File: src/rtl/dwr_pkg.sv
package dwr_pkg;
  localparam int unsigned WIPERS = 2;

  function automatic int unsigned frame_bits(input int unsigned code_w);
    return 1 + WIPERS * code_w;
  endfunction

  typedef enum logic {
    ROUTE_W0 = 1'b0,
    ROUTE_W1 = 1'b1
  } route_e;
endpackage

File: src/rtl/dwr_frame_ctl.sv
module dwr_frame_ctl (
  input  logic clk,
  input  logic rst_n,
  input  logic frame_en_i,
  input  logic sclk_i,
  output logic shift_o,
  output logic commit_o
);
  logic sclk_q;
  logic frame_q;

  always_ff @(posedge clk or negedge rst_n) begin
    if (!rst_n) begin
      sclk_q  <= 1'b0;
      frame_q <= 1'b0;
    end else begin
      sclk_q  <= sclk_i;
      frame_q <= frame_en_i;
    end
  end

  assign shift_o  = frame_en_i & sclk_i & ~sclk_q;
  assign commit_o = frame_q & ~frame_en_i;

  p_single_take_r1: assert property (@(posedge clk) disable iff (!rst_n)
    shift_o |=> !shift_o);

  p_commit_once_r3: assert property (@(posedge clk) disable iff (!rst_n)
    commit_o |=> !commit_o);
endmodule

File: src/rtl/dwr_shift_chain.sv
module dwr_shift_chain #(
  parameter int unsigned BITS = 17
) (
  input  logic            clk,
  input  logic            rst_n,
  input  logic            shift_i,
  input  logic            din_i,
  output logic [BITS-1:0] word_o,
  output logic            last_o
);
  logic [BITS-1:0] stage_q;

  always_ff @(posedge clk or negedge rst_n) begin
    if (!rst_n) stage_q <= '0;
    else if (shift_i) stage_q <= {stage_q[BITS-2:0], din_i};
  end

  assign word_o = stage_q;
  assign last_o = stage_q[BITS-1];

  p_shift_in_r2: assert property (@(posedge clk) disable iff (!rst_n)
    shift_i |=> word_o[0] == $past(din_i));

  p_idle_hold_r5: assert property (@(posedge clk) disable iff (!rst_n)
    !shift_i |=> $stable(word_o));

  p_cascade_r4: assert property (@(posedge clk) disable iff (!rst_n)
    shift_i |=> last_o == $past(word_o[BITS-2]));
endmodule

File: src/rtl/dwr_wiper_bank.sv
module dwr_wiper_bank
  import dwr_pkg::*;
#(
  parameter int unsigned CODE_W = 8,
  localparam int unsigned BITS  = 1 + WIPERS * CODE_W
) (
  input  logic                          clk,
  input  logic                          rst_n,
  input  logic                          commit_i,
  input  logic [BITS-1:0]               frame_word_i,
  input  logic                          restore_i,
  input  logic [BITS-1:0]               restore_word_i,
  output logic [WIPERS-1:0][CODE_W-1:0] wiper_o,
  output route_e                        route_o
);
  localparam logic [CODE_W-1:0] MID = {1'b1, {(CODE_W-1){1'b0}}};

  logic [BITS-1:0] src_word;
  logic            load;

  assign load     = commit_i | restore_i;
  assign src_word = commit_i ? frame_word_i : restore_word_i;

  for (genvar g = 0; g < WIPERS; g++) begin : g_wiper
    always_ff @(posedge clk or negedge rst_n) begin
      if (!rst_n) wiper_o[g] <= MID;
      else if (load) wiper_o[g] <= src_word[g*CODE_W +: CODE_W];
    end
  end

  always_ff @(posedge clk or negedge rst_n) begin
    if (!rst_n) route_o <= ROUTE_W0;
    else if (load) route_o <= route_e'(src_word[BITS-1]);
  end

  p_hold_r3: assert property (@(posedge clk) disable iff (!rst_n)
    !commit_i && !restore_i |=> $stable(wiper_o) && $stable(route_o));

  p_commit_r2: assert property (@(posedge clk) disable iff (!rst_n)
    commit_i |=> wiper_o[0] == $past(frame_word_i[CODE_W-1:0]));

  p_restore_r7: assert property (@(posedge clk) disable iff (!rst_n)
    restore_i && !commit_i |=> wiper_o[1] == $past(restore_word_i[2*CODE_W-1:CODE_W]));
endmodule

File: src/rtl/dual_wiper_serial.sv
module dual_wiper_serial
  import dwr_pkg::*;
#(
  parameter int unsigned CODE_W = 8,
  localparam int unsigned BITS  = 1 + WIPERS * CODE_W
) (
  input  logic              clk,
  input  logic              rst_n,
  input  logic              frame_en,
  input  logic              sclk,
  input  logic              sdata,
  input  logic              restore,
  input  logic [BITS-1:0]   restore_word,
  output logic [CODE_W-1:0] wiper0,
  output logic [CODE_W-1:0] wiper1,
  output logic              stack_sel,
  output logic [CODE_W-1:0] stacked,
  output logic              cascade_out
);
  logic                          shift;
  logic                          commit;
  logic [BITS-1:0]               chain_word;
  logic [WIPERS-1:0][CODE_W-1:0] wipers;
  route_e                        route;

  dwr_frame_ctl u_ctl (
    .clk        (clk),
    .rst_n      (rst_n),
    .frame_en_i (frame_en),
    .sclk_i     (sclk),
    .shift_o    (shift),
    .commit_o   (commit)
  );

  dwr_shift_chain #(.BITS(BITS)) u_chain (
    .clk     (clk),
    .rst_n   (rst_n),
    .shift_i (shift),
    .din_i   (sdata),
    .word_o  (chain_word),
    .last_o  (cascade_out)
  );

  dwr_wiper_bank #(.CODE_W(CODE_W)) u_bank (
    .clk            (clk),
    .rst_n          (rst_n),
    .commit_i       (commit),
    .frame_word_i   (chain_word),
    .restore_i      (restore),
    .restore_word_i (restore_word),
    .wiper_o        (wipers),
    .route_o        (route)
  );

  assign wiper0    = wipers[0];
  assign wiper1    = wipers[1];
  assign stack_sel = (route == ROUTE_W1);

  always_comb begin
    unique case (route)
      ROUTE_W1: stacked = wipers[1];
      default:  stacked = wipers[0];
    endcase
  end

  p_shift_in_frame_r1: assert property (@(posedge clk) disable iff (!rst_n)
    shift |-> frame_en && sclk);

  p_route_follows_r8: assert property (@(posedge clk) disable iff (!rst_n)
    !commit && !restore |=> $stable(stacked));
endmodule

File: config.mk
export PLATFORM = sky130hd
export DESIGN_NAME = dual_wiper_serial
export DESIGN_NICKNAME = d
export VERILOG_FILES = /design/src/rtl/dwr_pkg.sv /design/src/rtl/dwr_frame_ctl.sv /design/src/rtl/dwr_shift_chain.sv /design/src/rtl/dwr_wiper_bank.sv /design/src/rtl/dual_wiper_serial.sv
export SDC_FILE = /design/constraint.sdc
export NUM_CORES = 1
export LEC_CHECK = 0
export CAP_MARGIN = 5
export CELL_PAD_IN_SITES_DETAIL_PLACEMENT = 1
export CELL_PAD_IN_SITES_GLOBAL_PLACEMENT = 1
export CORE_UTILIZATION = 40
export DETAILED_ROUTE_END_ITERATION = 7
export PLACE_DENSITY = 0.78
export SLEW_MARGIN = 20
export SYNTH_ARGS = -nofsm -noshare
export SYNTH_HDL_FRONTEND = slang
export SYNTH_SLANG_ARGS = --single-unit
File: constraint.sdc
create_clock -name clk -period 2.3 [get_ports clk]
set_input_delay 0.345 -clock clk [delete_from_list [all_inputs] [get_ports clk]]
set_output_delay 0.345 -clock clk [all_outputs]
set_load 0.01 [all_outputs]
==> results of run 1 <==
metrics by stage:
step | hold slack (ns) | instances | setup slack [ns]
6_report | 0.1262 | 206 | 0.1120
5_1_grt | 0.1692 | 206 | 0.02861
4_1_cts | 0.1560 | 206 | 0.07298
3_5_place_dp | 0.4794 | 198 | 0.4082
3_3_place_gp | 0.4616 | 198 | 0.4481
2_1_floorplan | 0.04941 | 103 | 1.010
cell usage after synthesis:
cell type | number | area share, %
dfstp_2 | 2 | 3.0
buf_12 | 1 | 1.2
mux2_1 | 2 | 1.3
mux2_2 | 37 | 24
nand2b_1 | 1 | 0.36
buf_6 | 2 | 1.3
buf_2 | 3 | 0.87
mux2_4 | 20 | 17
nand3b_4 | 1 | 1.2
dfrtp_1 | 34 | 49
flip-flops by register name, summed over array words and instances, names as in the netlist:
| name | cells |
|---|---|
| u_bank.route_o | 1 |
| u_bank.wiper_o | 16 |
| u_chain.word_o | 17 |
| u_ctl.frame_q | 1 |
| u_ctl.sclk_q | 1 |
critical path, delay by kind of cell (launching register included):
kind	cells	cell delay [ns]
DFF	1	0.67
buffers and inverters	1	0.49
muxes	1	0.39
layout make-up:
class                           count  area [um^2]
Clock inverter                      3        90.09
Clock buffer                        5        68.82
Multi-Input combinational cell     61        765.7
Tap cell                           50        62.56
Fill cell                         392         1698
Timing Repair Buffer               51        498.0
Sequential cell                    36        903.4
per-layer routing:
layer | vias up | wire [um]
li1 | 473 | -
met1 | 516 | 1500
met2 | 35 | 1961
met3 | 5 | 185
met4 | 0 | 55
met5 | - | 0
how the worst max path moves through the flow:
stage / from / to / slack (ns) / cells past startpoint
after floorplan: u_bank.route_o / stacked[0] / 1.01 / 2
after global placement: u_bank.route_o / stacked[3] / 0.45 / 2
after detailed placement: restore / u_bank.route_o / 0.41 / 4
after CTS: u_bank.route_o / stacked[0] / 0.07 / 2
after global routing: u_bank.route_o / stacked[0] / 0.03 / 2
final: u_bank.route_o / stacked[0] / 0.11 / 2
cells by family after synthesis:
kind of cell	Yosys count
flops	36
buf+inv	6
mux	59
simple gates	2
power groups by stage:
stage	clock [W]	sequential [W]	combinational, W
detailed placement	0	0.000884	0.000565
floorplan	0	0.000875	0.000284
global placement	0	0.000875	0.000548
global route	0.000819	0.000896	0.000605
CTS	0.000791	0.000878	0.000572
finish	0.000776	0.000874	0.000562
==> summary.txt, run 1 <==
Status
  – Outcome: finished clean

Critical path
  – Max stage delay cell, worst path: dfrtp_1
  – Slack of the worst reg-to-reg path: 0.99 ns
  – Highest net fanout along the worst path: 10
  – Critical path startpoint category: flop
  – RR Startpoint: u_bank.route_o
  – Slowest stage delay, CP: 0.67 ns
  – Required time worst endpoint: 1.96 ns
  – Critical Path End Type: output port
  – Reg2Reg Capture Point: u_bank.route_o
  – WP data arrival: 1.84 ns
  – Number of cells traversed by the worst register-to-register path: 2
  – Path type of the worst setup path: reg -> out
  – Crit-path cells: mux2_2 -> clkdlybuf4s50_1

Route
  – Starting DRT DRC Count: 13
  – DR vias/cell: 4.995
  – Routed Antenna Nets: 0
  – DR DRC count: 0
  – Post-detailed-route wirelength per cell: 17.98 um
  – Total wirelength of the detailed-routed design: 3.703 mm
  – Total via count in the routed design: 1029
  – TritonRoute pass-1 iters: 4

Cells and area
  – Antenna diode count: 0
  – Post-layout util: 58.45%
  – Area grow syn2layout: 38.33%
  – Post-route design area: 2389 um^2
  – Most common cell after layout, fill and taps aside: clkdlybuf4s50_1
  – Post-layout net count: 178
  – Fraction of final layout cells sized beyond drive strength 1: 46.15%
  – Leading cell types in the layout, fill and taps excluded: 47 x clkdlybuf4s50_1, 37 x mux2_2, 34 x dfrtp_1

Timing
  – Setup TNS: 0 ns
  – Unrepaired setup endpoints after global routing: false
  – Maximum clock frequency: 457.0 MHz
  – Slew at the pin closest to its max-slew limit: 0.7870 ns
  – Worst slew margin relative to its limit: 47.53%
  – Total of endpoints with negative setup slack in the final report: 0
  – Hold violation count in the final report: 0
  – Post-route clock period utilization: 95.13%
  – Final Skew: 0.01095 ns
  – Final Slew Violations: 0
  – Min cycle time layout: 2.188 ns

Clock network
  – Number of buffers inserted by hold repair at cts: 0
  – Postcts setup bufs: 0
  – Clock latency at the later pin of the worst-skew pair: 0.29 ns
  – Post-cts gate resize count: 0
  – Clock root buffer: clkbuf_8
  – Clock tree from TritonCTS: done
  – Number of buffers on the longest clock path: 2
  – H-tree depth: 2
  – Num CTS Buffers: 5
  – Register clock-pin slew on the reported worst setup and hold paths: 0.08 ns
  – Clock Sinks: 36

Global route
  – GR peak layer: met2
  – Met1 layer usage reported by global route: 20.99%
  – Total track usage: 19.21%
  – Pin count of the biggest net entering global routing: 37
  – Number of global-route vias before repair: 1127
  – Wire length of the first global-routing pass: 5.961 mm
  – Antenna violations before repair: 0
  – Routing usage on met2: 33.04%
  – Overall overflow remaining after global route: 0
  – Global Route met3 Usage: 6.757%

Power
  – Net switching power of the design: 0.0005176 W
  – Gate power share: 25.4%
  – Leakage power figure: 1.103 nW
  – Total power after layout: 0.002212 W
  – Internal portion of total power: 0.001694 W
  – Switch share: 23.40%
  – Sequential share of power: 39.5%
  – Worst vdd ir: 0.5444 mV
  – Clock power share: 35.1%
  – Total power per unit cell area: 926.1 nW/um^2

Die
  – Core Rows: 23
  – Die height: 67.70 um
  – Die ar.: 4583 um^2
  – Starting density of the core: 42.25%
  – Core box area: 4086 um^2
  – Top-Level Pins: 49
  – DIE WIDTH: 67.70 um

Placement
  – Port Buffers: 48
  – Gp weighted congestion: 0.6956
  – Estimated wirelength of the detail-placed design: 2.504 mm
  – Placement Cell Area: 2230 um^2

Hold path
  – Min-delay worst type: in -> async

Logic synthesis
  – Share of synthesized area spent on multiplexers: 42.83%
  – Post-Syn Area per Cell: 16.76 um^2
  – Synthesized-area fraction occupied by and/or/nand/nor cells: 1.522%
  – Post-synthesis adder-cell area fraction: 0%
  – Seq/Total Area, Yosys: 52.32%
  – Number of distinct library cell variants in the gate-level netlist after synthesis: 10
  – Area share of xor/xnor cells in the synthesized design: 0%
  – Post-synthesis cell area: 1727 um^2
  – Register bit total from synthesis: 36
  – Instance count of the mapped netlist: 103
  – Post-synthesis net count: 126
  – Area fraction in compound gates after synthesis: 0%
  – Number of warning messages in the yosys log: 0
  – Dominant combinational cell family by area after synthesis: multiplexers

Job
  – Count of max-cap constraint violations: 0
No activity file was read; power rests on OpenSTA's default activity.
==> run 2, diff against run 1 <==
--- a/config.mk
+++ b/config.mk
@@ -5,11 +5,12 @@
 export SDC_FILE = /design/constraint.sdc
 export NUM_CORES = 1
 export LEC_CHECK = 0
-export CAP_MARGIN = 5
+export CAP_MARGIN = 0
 export CELL_PAD_IN_SITES_DETAIL_PLACEMENT = 1
 export CELL_PAD_IN_SITES_GLOBAL_PLACEMENT = 1
 export CORE_UTILIZATION = 40
 export DETAILED_ROUTE_END_ITERATION = 7
+export HOLD_SLACK_MARGIN = 0.02
 export PLACE_DENSITY = 0.78
 export SLEW_MARGIN = 20
 export SYNTH_ARGS = -nofsm -noshare
==> constraint.sdc (replaced) <==
create_clock -name clk -period 2.3 [get_ports clk]
set_input_delay 0.46 -clock clk [delete_from_list [all_inputs] [get_ports clk]]
set_output_delay 0.46 -clock clk [all_outputs]
set_load 0.01 [all_outputs]
==> run 2 against run 1 <==
  * Register-to-register slack improved by 0.12 ns
  * Combinational power about the same
  * Highest routed layer unchanged
  * Critical endpoint is now stacked[2]
  * Sequential power about the same
  * Design area shrank 1.4%
  * Global-route usage fell by 1.0 points
  * Worst hold slack better by 0.12 ns
  * Count of clock-buffer cells in the layout stayed put
==> summary.txt, run 2 (same netlist as run 1, synthesis figures left out) <==
Critical path
  – Slack of the worst reg-to-reg path: 1.11 ns (+0.12 ns)
  – Path type of the worst setup path: reg -> out
  – RR Startpoint: u_bank.route_o
  – Highest net fanout along the worst path: 10 (unchanged)
  – Reg2Reg Capture Point: u_bank.route_o
  – Critical Path End Type: output port
  – Slowest stage delay, CP: 0.54 ns (-0.13 ns)
  – Critical path startpoint category: flop
  – Combined buffer and inverter count along the critical path: 1 (unchanged)
  – Worst path top cell family by delay: flip-flops
  – Crit-path cells: mux2_2 -> clkdlybuf4s50_1
  – Number of cells traversed by the worst register-to-register path: 2 (unchanged)
  – Max stage delay cell, worst path: dfrtp_2
  – Required time worst endpoint: 1.84 ns (-0.12 ns)
  – WP data arrival: 1.70 ns (-0.14 ns)

Timing
  – Final Slew Violations: 0 (unchanged)
  – Maximum clock frequency: 463.7 MHz (+1.5%)
  – Unrepaired setup endpoints after global routing: false
  – Min cycle time layout: 2.156 ns (-0.03160 ns)
  – Hold violation count in the final report: 0 (unchanged)
  – Worst path setup slack after routing: 0.1436 ns (+0.03161 ns)
  – Final Skew: 0.002971 ns (-0.007983 ns)
  – Total of endpoints with negative setup slack in the final report: 0 (unchanged)
  – Worst slew margin relative to its limit: 46.71% (-0.82 points)
  – Post-route clock period utilization: 93.76% (-1.4 points)
  – Slew at the pin closest to its max-slew limit: 0.7994 ns (+0.01233 ns)
  – Setup TNS: 0 ns (unchanged)

Die
  – DIE WIDTH: 67.70 um (unchanged)
  – Core Rows: 23 (unchanged)
  – Starting density of the core: 42.25% (unchanged)
  – Die ar.: 4583 um^2 (unchanged)
  – Top-Level Pins: 49 (unchanged)
  – Die height: 67.70 um (unchanged)
  – Core box area: 4086 um^2 (unchanged)

Route
  – TritonRoute pass-1 iters: 4 (unchanged)
  – Total wirelength of the detailed-routed design: 3.615 mm (-2.4%)
  – Routed Antenna Nets: 0 (unchanged)
  – DR vias/cell: 5.019 (+0.49%)
  – Post-detailed-route wirelength per cell: 17.55 um (-2.4%)
  – Total via count in the routed design: 1034 (+0.49%)
  – Starting DRT DRC Count: 21 (+8)
  – DR DRC count: 0 (unchanged)

Clock network
  – Clock tree from TritonCTS: done
  – Clock root buffer: clkbuf_8
  – Clock latency at the later pin of the worst-skew pair: 0.29 ns (about the same)
  – Num CTS Buffers: 5 (unchanged)
  – H-tree depth: 2 (unchanged)
  – Number of buffers on the longest clock path: 2 (unchanged)
  – Clock Sinks: 36 (unchanged)
  – Number of buffers inserted by hold repair at cts: 0 (unchanged)
  – Register clock-pin slew on the reported worst setup and hold paths: 0.07 ns (about the same)
  – Postcts setup bufs: 0 (unchanged)

Job
  – Count of max-cap constraint violations: 0 (unchanged)

Power
  – Total power after layout: 0.001995 W (-9.8%)
  – Worst vdd ir: 0.3562 mV (-35%)
  – Total power per unit cell area: 847.1 nW/um^2 (-8.5%)
  – Leakage power figure: 1.082 nW (-1.9%)

Cells and area
  – Fill cell total of the finished layout: 388 (-1.0%)
  – Post-route design area: 2355 um^2 (-1.4%)
  – Most common cell after layout, fill and taps aside: clkdlybuf4s50_1
  – Post-layout util: 57.62% (-0.83 points)
  – Post-layout net count: 178 (unchanged)
  – Area grow syn2layout: 36.38%
  – Largest register FFs: 17 (unchanged)
  – Leading cell types in the layout, fill and taps excluded: 47 x clkdlybuf4s50_1, 37 x mux2_2, 33 x dfrtp_1
  – Fraction of final layout cells sized beyond drive strength 1: 46.79% (+0.64 points)
  – Antenna diode count: 0 (unchanged)

Hold path
  – Min-delay worst type: in -> async

Placement
  – Port Buffers: 48 (unchanged)
  – Worst slack, placed: 0.3119 ns (-0.09622 ns)
  – Estimated wirelength of the detail-placed design: 2.579 mm (+3.0%)
  – Gp weighted congestion: 0.6983 (+0.39%)
  – Placement Cell Area: 2242 um^2 (+0.56%)

Status
  – Outcome: finished clean

Global route
  – Wire length of the first global-routing pass: 5.740 mm (-3.7%)
  – Antenna violations before repair: 0 (unchanged)
  – Total track usage: 18.19% (-1.0 points)
  – Overall overflow remaining after global route: 0 (unchanged)
  – Number of global-route vias before repair: 1144 (+1.5%)
  – Pin count of the biggest net entering global routing: 37 (unchanged)
run 2: cell types whose count changed in the layout (fill, tap and decap cells not counted):
cell / previous run / this run
buf_4: 3 / 2
dfrtp_1: 34 / 33
dfrtp_2: 0 / 1
clkinvlp_4: 0 / 1
clkinv_2: 0 / 1
buf_12: 0 / 1
bufinv_16: 3 / 1
run 2: worst max path at each step:
stage / from / to / cells after the start
2_1_floorplan: u_bank.route_o / stacked[0] / 2
3_3_place_gp: u_bank.route_o / stacked[3] / 2
3_5_place_dp: u_bank.route_o / stacked[2] / 2
4_1_cts: u_bank.route_o / stacked[2] / 2
5_1_grt: u_bank.route_o / stacked[2] / 2
6_report: u_bank.route_o / stacked[2] / 2
run 2: where the power goes:
part	leakage [nW]	switching, W	internal [W]
logic	0.576	0.000176	0.000387
registers	0.452	0.000109	0.000768
clock network	0.0541	0.000235	0.000320
total	1.08	0.000519	0.00148
run 2: repair_timing:
| item | in CTS | in global routing |
|---|---|---|
| endpoints found under the hold margin | 0 | 0 |
| gates resized for setup | 1 | 0 |
| setup endpoints to repair | 8 | 0 |
run 2: layout make-up:
class	count	area, um^2	area share [%]
clock buffer	5	68.82	2.922
clock inverter	3	42.54	1.807
multi-input combinational	61	765.7	32.52
sequential	36	904.6	38.42
tap	50	62.56	2.657
timing repair buffer	51	510.5	21.68
run 2: metal layers:
metal  part of all wire, %  vias up  track usage (%)
li1                      -      471                -
met1                    41      524            20.17
met2                    53       33            31.81
met3                   4.3        6            5.405
met4                   1.7        0            7.979
met5                     0        -                0
run 2: through the flow:
| step | hold slack, ns | std cells |
|---|---|---|
| 3_3_place_gp | 0.5070 | 198 |
| 6_report | 0.2468 | 206 |
| 3_5_place_dp | 0.5141 | 198 |
| 4_1_cts | 0.2644 | 206 |
| 2_1_floorplan | 0.1644 | 103 |
| 5_1_grt | 0.2924 | 206 |
